File: config.mk
export PLATFORM = sky130hd
export DESIGN_NAME = rop3_pixel_unit
export DESIGN_NICKNAME = d
export VERILOG_FILES = /design/src/rtl/rop3_pkg.sv /design/src/rtl/rop3_expand.sv /design/src/rtl/rop3_logic.sv /design/src/rtl/rop3_pack.sv /design/src/rtl/rop3_pixel_unit.sv
export SDC_FILE = /design/constraint.sdc
export NUM_CORES = 1
export LEC_CHECK = 0
export ABC_AREA = 0
export ABC_CLOCK_PERIOD_IN_PS = 4200
export BUFFER_PORTS_ARGS = -buffer_cell sky130_fd_sc_hd__buf_2
export CORE_AREA = 2 2 148 187
export DETAILED_ROUTE_END_ITERATION = 10
export DIE_AREA = 0 0 150 189
export PLACE_DENSITY = 0.77
export SLEW_MARGIN = 0
export SYNTH_ARGS = -nofsm -noshare
export SYNTH_HDL_FRONTEND = slang
export SYNTH_SLANG_ARGS = --single-unit
File: constraint.sdc
create_clock -name clk_i -period 4.2 [get_ports clk_i]
set_input_delay 0.42 -clock clk_i [delete_from_list [all_inputs] [get_ports clk_i]]
set_output_delay 0.42 -clock clk_i [all_outputs]
set_load 0.02 [all_outputs]
File: src/rtl/rop3_pkg.sv
package rop3_pkg;
  localparam int unsigned PIX_W = 32;
  typedef logic [PIX_W-1:0] pix_t;
endpackage

File: src/rtl/rop3_expand.sv
module rop3_expand
  import rop3_pkg::*;
(
  input  logic is16_i,
  input  pix_t pix_i,
  output pix_t pix_o
);
  logic [4:0] r5, b5;
  logic [5:0] g6;
  assign r5 = pix_i[15:11];
  assign g6 = pix_i[10:5];
  assign b5 = pix_i[4:0];

  always_comb begin
    if (is16_i) pix_o = {8'hFF, r5, r5[4:2], g6, g6[5:4], b5, b5[4:2]};
    else        pix_o = pix_i;
  end
endmodule

File: src/rtl/rop3_logic.sv
module rop3_logic
  import rop3_pkg::*;
#(
  parameter int unsigned NUM_SRC = 3,
  localparam int unsigned CODE_W = 2 ** NUM_SRC
) (
  input  logic [CODE_W-1:0]       code_i,
  input  pix_t [NUM_SRC-1:0]      src_i,
  output pix_t                    res_o
);
  for (genvar b = 0; b < PIX_W; b++) begin : g_bit
    logic [NUM_SRC-1:0] idx;
    for (genvar s = 0; s < NUM_SRC; s++) begin : g_src
      assign idx[s] = src_i[s][b];
    end
    assign res_o[b] = code_i[idx];
  end
endmodule

File: src/rtl/rop3_pack.sv
module rop3_pack
  import rop3_pkg::*;
(
  input  logic is16_i,
  input  pix_t pix_i,
  output pix_t pix_o
);
  always_comb begin
    if (is16_i) pix_o = {16'h0, pix_i[23:19], pix_i[15:10], pix_i[7:3]};
    else        pix_o = pix_i;
  end
endmodule

File: src/rtl/rop3_pixel_unit.sv
module rop3_pixel_unit
  import rop3_pkg::*;
#(
  parameter int unsigned NUM_SRC = 3,
  localparam int unsigned CODE_W = 2 ** NUM_SRC
) (
  input  logic                     clk_i,
  input  logic                     rst_ni,
  input  logic                     in_valid_i,
  output logic                     in_ready_o,
  input  logic [NUM_SRC*PIX_W-1:0] src_i,
  input  logic [PIX_W-1:0]         dst_i,
  input  logic [CODE_W-1:0]        rop_code_i,
  input  logic [NUM_SRC-1:0]       src_is16_i,
  input  logic                     dst_is16_i,
  input  logic                     key_en_i,
  input  logic [PIX_W-1:0]         key_color_i,
  input  logic [PIX_W-1:0]         plane_mask_i,
  output logic                     out_valid_o,
  input  logic                     out_ready_i,
  output logic [PIX_W-1:0]         out_pix_o,
  output logic                     out_we_o
);
  logic adv;
  assign adv        = !out_valid_o || out_ready_i;
  assign in_ready_o = adv;

  // stage 1: widen
  pix_t [NUM_SRC-1:0] src_w, src_q;
  pix_t dst_w, dst_q1;
  logic v1;

  for (genvar s = 0; s < NUM_SRC; s++) begin : g_exp
    rop3_expand u_exp (
      .is16_i(src_is16_i[s]),
      .pix_i (src_i[s*PIX_W +: PIX_W]),
      .pix_o (src_w[s])
    );
  end

  rop3_expand u_exp_dst (.is16_i(dst_is16_i), .pix_i(dst_i), .pix_o(dst_w));

  always_ff @(posedge clk_i or negedge rst_ni) begin
    if (!rst_ni) begin
      v1     <= 1'b0;
      src_q  <= '0;
      dst_q1 <= '0;
    end else if (adv) begin
      v1 <= in_valid_i;
      if (in_valid_i) begin
        src_q  <= src_w;
        dst_q1 <= dst_w;
      end
    end
  end

  // stage 2: raster op and key compare
  pix_t rop_res, res_q, dst_q2;
  logic v2, hit_q;

  rop3_logic #(.NUM_SRC(NUM_SRC)) u_logic (
    .code_i(rop_code_i),
    .src_i (src_q),
    .res_o (rop_res)
  );

  always_ff @(posedge clk_i or negedge rst_ni) begin
    if (!rst_ni) begin
      v2     <= 1'b0;
      res_q  <= '0;
      dst_q2 <= '0;
      hit_q  <= 1'b0;
    end else if (adv) begin
      v2 <= v1;
      if (v1) begin
        res_q  <= rop_res;
        dst_q2 <= dst_q1;
        hit_q  <= key_en_i && (dst_q1 == key_color_i);
      end
    end
  end

  // stage 3: mask, select, narrow
  pix_t merged, packed_pix;
  always_comb begin
    merged = (res_q & plane_mask_i) | (dst_q2 & ~plane_mask_i);
    if (hit_q) merged = dst_q2;
  end

  rop3_pack u_pack (.is16_i(dst_is16_i), .pix_i(merged), .pix_o(packed_pix));

  always_ff @(posedge clk_i or negedge rst_ni) begin
    if (!rst_ni) begin
      out_valid_o <= 1'b0;
      out_pix_o   <= '0;
      out_we_o    <= 1'b0;
    end else if (adv) begin
      out_valid_o <= v2;
      if (v2) begin
        out_pix_o <= packed_pix;
        out_we_o  <= !hit_q;
      end
    end
  end

  p_hold_r8: assert property (@(posedge clk_i) disable iff (!rst_ni)
    out_valid_o && !out_ready_i |=> out_valid_o && $stable(out_pix_o) && $stable(out_we_o));

  p_ready_r7: assert property (@(posedge clk_i) disable iff (!rst_ni)
    !out_valid_o |-> in_ready_o);

  p_narrow_r6: assert property (@(posedge clk_i) disable iff (!rst_ni)
    out_valid_o && dst_is16_i |-> out_pix_o[31:16] == 16'h0);

  p_keyout_r5: assert property (@(posedge clk_i) disable iff (!rst_ni)
    out_valid_o && !out_we_o |-> key_en_i);
endmodule

# [Word level (Yosys, flattened, before mapping)]
# Cells that the tools add are included.
[word_totals] output_inout_bits=35 ff_bits=229 elab_cells=126
[classes] eq_ne=1 n_lt_le_gt_ge=32 reduce_logical=7 n_mux=70 bitwise=4
[op_table] op="$mux W32" n=6
[op_table] op="$lt A3 B4 Y1 const B" n=32
[op_table] op="$bmux W1 S3" n=32
[op_table] op="$and A32 B32 Y32" n=2
[op_table] op="$eq A32 B32 Y1" n=1
[op_table] op="$mux W1" n=32
[op_table] op="$not A32 Y32" n=1
[op_table] op="$or A32 B32 Y32" n=1
[op_table] op="$reduce_and A2 Y1" n=3
[op_table] op="$logic_not A1 Y1" n=2
[op_table] op="$logic_and A1 B1 Y1" n=1
[op_table] op="$logic_or A1 B1 Y1" n=1

# [Longest topological paths before layout]
# Gate-level depths: netlist of the first run.
[logic_depth] ltp_word=5 depth_mapped=8

# [By module]
# A second synthesis of the first run with hierarchy kept.
[hier_totals] cells_unflattened=896 hier_area_um2=13195.2
[modules_own_cells] module="rop3_pixel_unit" n_inst=1 seq_area_each_um2=5730.5 cells_each=601 area_per_inst_um2=9455.3
[modules_own_cells] module="rop3_logic" n_inst=1 seq_area_each_um2=0.0 cells_each=120 area_per_inst_um2=2015.7
[modules_own_cells] module="rop3_expand" n_inst=4 seq_area_each_um2=0.0 cells_each=35 area_per_inst_um2=354.1
[modules_own_cells] module="rop3_pack" n_inst=1 seq_area_each_um2=0.0 cells_each=35 area_per_inst_um2=307.8

# [Worst setup path after synthesis of the first run]
# No wires, ideal clock.
[synth_timing] path_type="input-to-reg" start="in out_ready_i" end="reg dst_q2[10]" path_buffers=2 setup_ns=0.125 setup_slack_ns=2.718 t_arrival_ns=1.357 cell_stages=5 required_ns=4.075 cell_sequence="nand2b_4 -> buf_6 -> nand2_2 -> buf_2 -> mux2_2"
[synth_via] elab_chain_len=2
[synth_lines] item="from (decl)" line_no="rop3_pixel_unit.sv:20" text="input logic out_ready_i,"
[synth_lines] item="$logic_or A1 B1 Y1" line_no="rop3_pixel_unit.sv:25" text="assign adv = !out_valid_o || out_ready_i;"
[synth_lines] item="via in_ready_o" line_no="rop3_pixel_unit.sv:10" text="output logic in_ready_o,"
[synth_lines] item="$reduce_and A2 Y1 (no line)"
[synth_lines] item="to (signal assigned)" line_no="rop3_pixel_unit.sv:77" text="dst_q2 <= dst_q1;"
[synth_lines] item="to (decl)" line_no="rop3_pixel_unit.sv:58" text="pix_t rop_res, res_q, dst_q2;"
# The timed path passes the listed nets, and every way through them passes these cells.
# A chain may end at the register's enable or synchronous reset.

# [Final worst setup path of the first run]
[layout_timing] start="reg hit_q" end="reg out_pix_o[11]"
[layout_via] elab_chain_len=2
[layout_lines] item="from (decl)" line_no="rop3_pixel_unit.sv:59" text="logic v2, hit_q;"
[layout_lines] item="from (signal assigned)" line_no="rop3_pixel_unit.sv:78" text="hit_q <= key_en_i && (dst_q1 == key_color_i);"
[layout_lines] item="$mux W32" line_no="rop3_pixel_unit.sv:87" text="if (hit_q) merged = dst_q2;"
[layout_lines] item="$mux W32" line_no="rop3_pack.sv:9" text="if (is16_i) pix_o = {16'h0, pix_i[23:19], pix_i[15:10], pix_i[7:3]};"
[layout_lines] item="to (signal assigned)" line_no="rop3_pixel_unit.sv:100" text="out_pix_o <= packed_pix;"
[layout_lines] item="to (decl)" line_no="rop3_pixel_unit.sv:21" text="output logic [PIX_W-1:0] out_pix_o,"
# No other way between the ends.

==> results.env, run 1 <==
P_PER_AREA_mW_PER_MM2=563
ACHIEVABLE-FREQUENCY_GHz=0.447
DRC=0
SYNTHTOPCELLSBYAREA='sky130_fd_sc_hd__dfrtp_1 (46%), sky130_fd_sc_hd__mux2i_1 (13%), sky130_fd_sc_hd__mux4_2 (12%), sky130_fd_sc_hd__a21oi_1 (5.2%), sky130_fd_sc_hd__nor2_1 (4.9%)'
PLACED_CELL_AREA_MM2=0.0135
SUM_NEG_SETUP_SLACK_NS=0
CRITICAL_PATH.ENDPOINT_TYPE='flop'
VIAS=9131
DP.CELLS=1595
PRECTSSETUPSLACK_NS=1.94
LARGEST_VOLTAGE_DROP_ON_THE_VDD_NET_V=0.000300
TIGHTEST_SLEW_NS=1.20
RUN_STATUS='complete, no violations'
CLK_LATENCY_NS=0.51
SYNTH.TOP_CELLS.BY_COUNT='sky130_fd_sc_hd__dfrtp_1 (229), sky130_fd_sc_hd__mux2i_1 (166), sky130_fd_sc_hd__nor2_1 (160)'
CLOCKPOWERSHARE_PCT=28.4
DRT_ITER0_DRC=617
P_SW_mW=2.64
SYN_NETS=1299
DRT_PASS1_ITERATIONS=5
ANTENNA_VIOLATING_NETS_POST_ROUTE=0
CLOCK_SINKS=229
WORST-SETUP-PATH-TYPE='reg -> reg'
SYNTH_CELL_TYPES=27
LAYOUTNONFILLERINSTCOUNT=1639
POSTSYNTH.ASYNCRESETSHARE_PCT=100
POST-ROUTE-WORST-SETUP-SLACK_NS=1.96
MAX_CAP_VIOL_COUNT=0
PLACEMENT.IO_BUFFERS=243
CP_DATA_ARRIVAL_TIME_NS=2.63
FINAL.PERIOD_UTILIZATION_PCT=53.3
WIRELENGTH_PER_CELL_UM=19.9
SETUP.REG_TO_REG.WORST_SLACK_NS=1.96
FF2FF_PATH_DEPTH=4
RSZ0062_AT_GRT='no'
CTS-BUFFERS-INSERTED=24
GRT_PASS1_VIAS=9105
SYNTH_TOP_AREA_SHARE_PCT=46.5
FIN_CRIT_NS=2.24
WORSTPATHMAXFANOUT=34
DESIGN.DIE.AREA_MM2=0.0284
POST_CTS.REPAIR.SETUP_BUFFERS=0
CLK_PATH_BUF_DEPTH=3
GRT_ANTENNA_BEFORE_REPAIR=0
POWER.TOTAL_mW=8.09
AREA_GROWTH_SYN_TO_LAYOUT_PCT=16.5
LAYOUT.FILLER_CELLS=2303
CTS.REPAIR.RESIZED=0
GRT_START_MAX_NET_PINS=125
POSTSYNTH.TOPFLOPCELL='sky130_fd_sc_hd__dfrtp_1'
SYNTH_WARNINGS=0
POST_SYNTH_EDFFS=0
DIE_X_UM=150
SETUP.WORST_PATH.START_CLASS='flop'
DETAIL_ROUTE.WIRELENGTH_UM=32600
MIN_PATH_TYPE='in -> async'
CELL_INTERNAL_PWR_mW=5.45
FINAL_HOLD_VIOL_COUNT=0
START_UTIL_PCT=46.6
SHARE_SEQ_OF_TOTAL_POWER_PCT=43.2
FINAL_DESIGN_AREA_NO_FILL_MM2=0.0144
CRIT_REQUIRED_NS=4.59
YS_SEQ_AREA_SHARE_PCT=46.5
DIE_H_UM=189
GRT-OVFL-TOTAL=0
PLACEABLE_AREA_MM2=0.0265
SMALLEST_HOLD_SLACK_NS=0.0204
CTSROOTBUFFERMASTER='sky130_fd_sc_hd__clkbuf_16'
TIMING.SLEW.HEADROOM_PCT=20.0
SETUP_VIOLATION_TOTAL_IN_THE_FINAL_TIMING_REPORT=0
LEAKAGE_nW=6.55
SYNTH_AREA_MM2=0.0123
GROUTE.USAGE.OVERALL_PCT=22.7
YOSYS.AREA.TOP_TYPE='sky130_fd_sc_hd__dfrtp_1'
TIMING.CLOCK.SKEW_NS=0.00905
FINAL_MAX_SLEW_VIOL_COUNT=0
DP.FINAL_HPWL_UM=23800
POST-SYNTH-TOP-COUNT-CELL='sky130_fd_sc_hd__dfrtp_1'
ROUTED_VIA_DENSITY=5.57
DRIVE_ABOVE_1_SHARE_PCT=31.5
SYN-MEAN-INSTANCE-AREA_UM2=11.3
FIRST_PASS_GRT_WIRE_LENGTH_UM=50000
ROUTABILITYCONGESTION=0.842
P_COMB_SHARE_PCT=28.4
N_ANTENNA_CELL=0
CTS-HOLD-FIX-BUFFERS=0
FINAL_CORE_UTIL_PCT=54.2
DESIGN.FINAL.NETS=1485
CTS_TREE='done'
POST_SYNTH_INST_COUNT=1090
POWER_SWITCHING_SHARE_PCT=32.7
CTS_CLK_PIN_SLEW_WORST_PATHS_NS=0.06
IO_PINS=244
YOSYS_REGISTER_BITS=229
H-TREE-DEPTH=1
ROWS=67
## final timing paths
kind / startpoint / end
min in group clk_i: in_valid_i / v1
min reg2reg: res_q[30] / res_q[30]
min: rst_ni / dst_q1[28]
max reg2reg: hit_q / out_pix_o[11]
max: hit_q / out_pix_o[11]
max in group asynchronous: rst_ni / res_q[18]
## registers in the layout, indices dropped and copies added (netlist names)
name / flops
v1: 1
out_we_o: 1
res_q: 32
v2: 1
dst_q2: 32
hit_q: 1
src_q: 96
out_valid_o: 1
dst_q1: 32
out_pix_o: 32
## power groups by stage
stage / combinational [mW] / clock, mW / sequential (mW)
finish: 2.30 / 2.30 / 3.50
floorplan: 1.53 / 0 / 3.51
detailed placement: 2.31 / 0 / 3.53
CTS: 2.32 / 2.34 / 3.49
global route: 2.53 / 2.44 / 3.58
global placement: 2.23 / 0 / 3.48
## cell usage in the layout, fill, tap and decap left out, types with 2 or more instances in the layout
| cell type | instances |
|---|---|
| sky130_fd_sc_hd__a21oi_1 | 128 |
| sky130_fd_sc_hd__buf_12 | 2 |
| sky130_fd_sc_hd__buf_2 | 242 |
| sky130_fd_sc_hd__buf_4 | 6 |
| sky130_fd_sc_hd__bufinv_16 | 5 |
| sky130_fd_sc_hd__clkbuf_1 | 4 |
| sky130_fd_sc_hd__clkbuf_16 | 25 |
| sky130_fd_sc_hd__clkbuf_8 | 2 |
| sky130_fd_sc_hd__clkinv_2 | 7 |
| sky130_fd_sc_hd__dfrtp_1 | 229 |
| sky130_fd_sc_hd__mux2_2 | 49 |
| sky130_fd_sc_hd__mux2i_1 | 166 |
| sky130_fd_sc_hd__mux4_2 | 64 |
| sky130_fd_sc_hd__nand2_1 | 61 |
| sky130_fd_sc_hd__nand2b_1 | 2 |
| sky130_fd_sc_hd__nand4_1 | 6 |
| sky130_fd_sc_hd__nor2_1 | 160 |
| sky130_fd_sc_hd__nor2b_1 | 29 |
| sky130_fd_sc_hd__nor4_1 | 4 |
| sky130_fd_sc_hd__o21ai_0 | 58 |
| sky130_fd_sc_hd__o21ai_1 | 3 |
| sky130_fd_sc_hd__xnor2_1 | 18 |
| sky130_fd_sc_hd__xor2_1 | 14 |
## critical path: stages (launching register included)
cell                       delay (ns)
sky130_fd_sc_hd__dfrtp_1         1.14
sky130_fd_sc_hd__nand2b_1        0.24
sky130_fd_sc_hd__mux2i_1         0.34
sky130_fd_sc_hd__mux2i_1         0.12
sky130_fd_sc_hd__mux2_2          0.28
## area by class of cell
type,instances,area [um^2],share of cell area (%)
tap,345,432,3.01
clock buffer,31,668,4.65
inverter,1,3.75,0.0261
multi-input combinational,769,6030,42.0
clock inverter,13,193,1.34
sequential,229,5730,39.9
timing repair buffer,251,1310,9.13
## logic make-up (layout without fill, tap and decap cells)
group | count (synthesis) | count (layout) | share of synthesized area (%)
multiplexers | 279 | 279 | 29.6
AND/OR/NAND/NOR | 269 | 269 | 9.24
flip-flops | 229 | 229 | 46.5
AO/OA/AOI/OAI | 189 | 189 | 7.67
buffers and inverters | 92 | 296 | 4.71
XOR/XNOR | 32 | 32 | 2.27
## routing by layer
layer / part of all wire (%) / GRT usage, % / wire length, um / vias to the layer above
li1: - / - / - / 4225
met1: 42 / 30.2 / 13500 / 4463
met2: 49 / 38.7 / 16000 / 399
met3: 6.9 / 3.23 / 2250 / 44
met4: 2.5 / 6.39 / 803 / 0
met5: 0 / 0 / 0 / -
(Power assumes the default switching activity.)
==> run 2, diff against run 1 <==
--- a/config.mk
+++ b/config.mk
@@ -6,7 +6,7 @@
 export NUM_CORES = 1
 export LEC_CHECK = 0
 export ABC_AREA = 0
-export ABC_CLOCK_PERIOD_IN_PS = 4200
+export ABC_CLOCK_PERIOD_IN_PS = 2300
 export BUFFER_PORTS_ARGS = -buffer_cell sky130_fd_sc_hd__buf_2
 export CORE_AREA = 2 2 148 187
 export DETAILED_ROUTE_END_ITERATION = 10
==> constraint.sdc (replaced) <==
create_clock -name clk_i -period 2.3 [get_ports clk_i]
set_input_delay 0.23 -clock clk_i [delete_from_list [all_inputs] [get_ports clk_i]]
set_output_delay 0.23 -clock clk_i [all_outputs]
set_load 0.02 [all_outputs]
==> run 2 against run 1 <==
Routed wire length increased by 2.7%; final cell count increased by 2.1%; combinational power increased by 85%; first-iteration DRC count increased by 19%; fmax increased by 25%; sequential cell count unchanged; critical endpoint is now out_pix_o[13].
==> results.env, run 2 (synthesis results as in run 1) <==
DRT_ITER0_DRC=736  # +19%
LAYOUT_COMMONEST_CELL='sky130_fd_sc_hd__buf_2'
START_UTIL_PCT=46.6  # unchanged
MOST-COMMON-LAYOUT-CELLS='sky130_fd_sc_hd__buf_2 (242), sky130_fd_sc_hd__dfrtp_1 (229), sky130_fd_sc_hd__mux2i_1 (166)'
CLOCKPOWERSHARE_PCT=25.3  # -3.1 points
VIAS=9178  # +0.51%
CP_COMMON_CELL='sky130_fd_sc_hd__mux2i_1'
SMALLEST_HOLD_SLACK_NS=0.00593  # -0.0145 ns
FINAL_MAX_SLEW_VIOL_COUNT=0  # unchanged
LARGEST_VOLTAGE_DROP_ON_THE_VDD_NET_V=0.000409  # +36%
CTSROOTBUFFERMASTER='sky130_fd_sc_hd__clkbuf_16'
CRITPATHTOPFAMILY='multiplexers'
FIN_CRIT_NS=1.79  # -0.444 ns
MAX_CAP_VIOL_COUNT=0  # unchanged
CP_CELL_SEQUENCE='buf_4, nor2b_1, mux2i_1, mux2i_1, mux2_2'
GRT-OVFL-TOTAL=0  # unchanged
FF2FF_PATH_DEPTH=5  # +1
GRT_START_MAX_NET_PINS=91  # -27%
PLACEABLE_AREA_MM2=0.0265  # unchanged
WORST-SETUP-PATH-TYPE='reg -> reg'
TIGHTEST_SLEW_NS=0.587  # -0.613 ns
LAYOUT.FILLER_CELLS=2323  # +0.87%
AREA_GROWTH_SYN_TO_LAYOUT_PCT=18.7
CRITICAL_PATH.ENDPOINT_TYPE='flop'
DRIVE_ABOVE_1_SHARE_PCT=31.2  # -0.38 points
FINAL.PERIOD_UTILIZATION_PCT=78.0  # +25 points
P_PER_AREA_mW_PER_MM2=977  # +73%
ROUTABILITYCONGESTION=0.857  # +1.8%
ROUTED_VIA_DENSITY=5.48  # -1.6%
CLK_PATH_BUF_DEPTH=3  # unchanged
GRT_PASS1_VIAS=9302  # +2.2%
MAX_FLOP_REGISTER='src_q'
DESIGN.DIE.AREA_MM2=0.0284  # unchanged
SUM_NEG_SETUP_SLACK_NS=0  # unchanged
CTS.REPAIR.RESIZED=0  # unchanged
CRITICAL-PATH-SLOWEST-CELL='sky130_fd_sc_hd__mux2i_1'
FIRST_PASS_GRT_WIRE_LENGTH_UM=51200  # +2.4%
RUN_STATUS='complete, no violations'
LEAKAGE_nW=6.67  # +1.9%
P_COMB_SHARE_PCT=29.7  # +1.3 points
DESIGN.FINAL.NETS=1522  # +2.5%
WIRELENGTH_PER_CELL_UM=20.0  # +0.52%
DRC=0  # unchanged
CTS_TREE='done'
DP.FINAL_HPWL_UM=24700  # +3.6%
RSZ0062_AT_GRT='no'
PLACEMENT.IO_BUFFERS=243  # unchanged
TIMING.CLOCK.SKEW_NS=0.0204  # +0.0114 ns
SETUP.WORST_PATH.START_CLASS='flop'
SHARE_SEQ_OF_TOTAL_POWER_PCT=45.0  # +1.8 points
ANTENNA_VIOLATING_NETS_POST_ROUTE=0  # unchanged
GRT_ANTENNA_BEFORE_REPAIR=0  # unchanged
GROUTE.USAGE.OVERALL_PCT=23.3  # +0.67 points
ACHIEVABLE-FREQUENCY_GHz=0.558  # +25%
FINAL_HOLD_VIOL_COUNT=0  # unchanged
WORST_HOLD_PATH.NUM_CELLS=3
IO_PINS=244  # unchanged
NUMBER_OF_FLIP_FLOPS_IN_THE_LARGEST_REGISTER=96  # unchanged
DETAIL_ROUTE.WIRELENGTH_UM=33500  # +2.7%
MIN_PATH_TYPE='in -> reg'
WORSTPATHBUFFERINVERTERCOUNT=1  # +1
DIE_H_UM=189  # unchanged
P_SW_mW=4.82  # +82%
N_ANTENNA_CELL=0  # unchanged
CELL_INTERNAL_PWR_mW=9.48  # +74%
H-TREE-DEPTH=1  # unchanged
SLOWEST_DELAY_NS=0.43  # -0.71 ns
CTS_CLK_PIN_SLEW_WORST_PATHS_NS=0.06  # about the same
POWER_SWITCHING_SHARE_PCT=33.7  # +1.0 points
CTS-BUFFERS-INSERTED=24  # unchanged
CLOCK_SINKS=229  # unchanged
CRIT_REQUIRED_NS=2.69  # -1.90 ns
CLK_LATENCY_NS=0.52  # about the same
DRT_PASS1_ITERATIONS=5  # unchanged
TIMING.SLEW.HEADROOM_PCT=60.8  # +41 points
ROWS=67  # unchanged
CP_DATA_ARRIVAL_TIME_NS=2.19  # -0.44 ns
SETUP_VIOLATION_TOTAL_IN_THE_FINAL_TIMING_REPORT=0  # unchanged
WORSTPATHMAXFANOUT=16  # -53%
DIE_X_UM=150  # unchanged
CP.DEPTH=5  # +1
[run 2: cell types whose count changed in the layout (fill, tap and decap cells not counted), sizes merged, moves of 3 or more]
cell         change
dlygate4sd3     +23
buf             +14
clkbuf           +6
bufinv           -5
clkinv           -3
[run 2: layout make-up]
cell class                      instances  area (um^2)  area share [%]
Sequential cell                       229         5730            39.2
Timing Repair Buffer                  288         1720            11.8
Inverter                                1         3.75          0.0257
Tap cell                              345          432            2.95
Multi-Input combinational cell        769         6030            41.2
Clock buffer                           37          691            4.72
Clock inverter                          5         28.8           0.197
[run 2: repair_timing]
action | in CTS | in global routing
buffers inserted | 0 | 0
hold buffers | 23 | 0
endpoints found under the hold margin | 90 | 0
[run 2: power groups by stage]
stage	sequential [mW]	clock (mW)	combinational, mW
final	6.43	3.61	4.25
after global routing	6.59	3.87	4.69
after CTS	6.42	3.70	4.30
after detailed placement	6.48	0	4.25
after global placement	6.42	0	4.12
after floorplan	6.42	0	2.79
[run 2: stage by stage]
stage          area (um^2)  total power, mW  setup slack (ns)  std cells  util (%)
2_1_floorplan        12300             9.21             0.821       1090         -
3_3_place_gp         13700             10.5             0.564       1609      51.7
3_5_place_dp         13700             10.7             0.517       1609      51.7
4_1_cts              14600             14.4             0.515       1674      55.2
5_1_grt              14600             15.2             0.447       1674      55.2
6_report             14600             14.3             0.507       1674      55.2
[run 2: final timing paths]
check                      slack, ns            end  startpoint
min reg2reg                     0.47       out_we_o    out_we_o
max in group asynchronous       1.28          hit_q      rst_ni
min                            0.006      src_q[59]   src_i[59]
max                             0.51  out_pix_o[13]       hit_q
max reg2reg                     0.51  out_pix_o[13]       hit_q
min in group asynchronous       0.29     dst_q1[22]      rst_ni
[run 2: tightest hold or removal path, stage by stage]
cell,delay (ns)
sky130_fd_sc_hd__buf_2,0.08
sky130_fd_sc_hd__nor2_1,0.04
sky130_fd_sc_hd__a21oi_1,0.12
[run 2: per-layer routing]
metal / global-route usage, % / vias up / routed length (um)
met2: 40.4 / 357 / 16500
met3: 2.89 / 62 / 2100
met4: 6.13 / 0 / 835
met1: 31.0 / 4451 / 14000
li1: - / 4308 / -
met5: 0 / - / 0
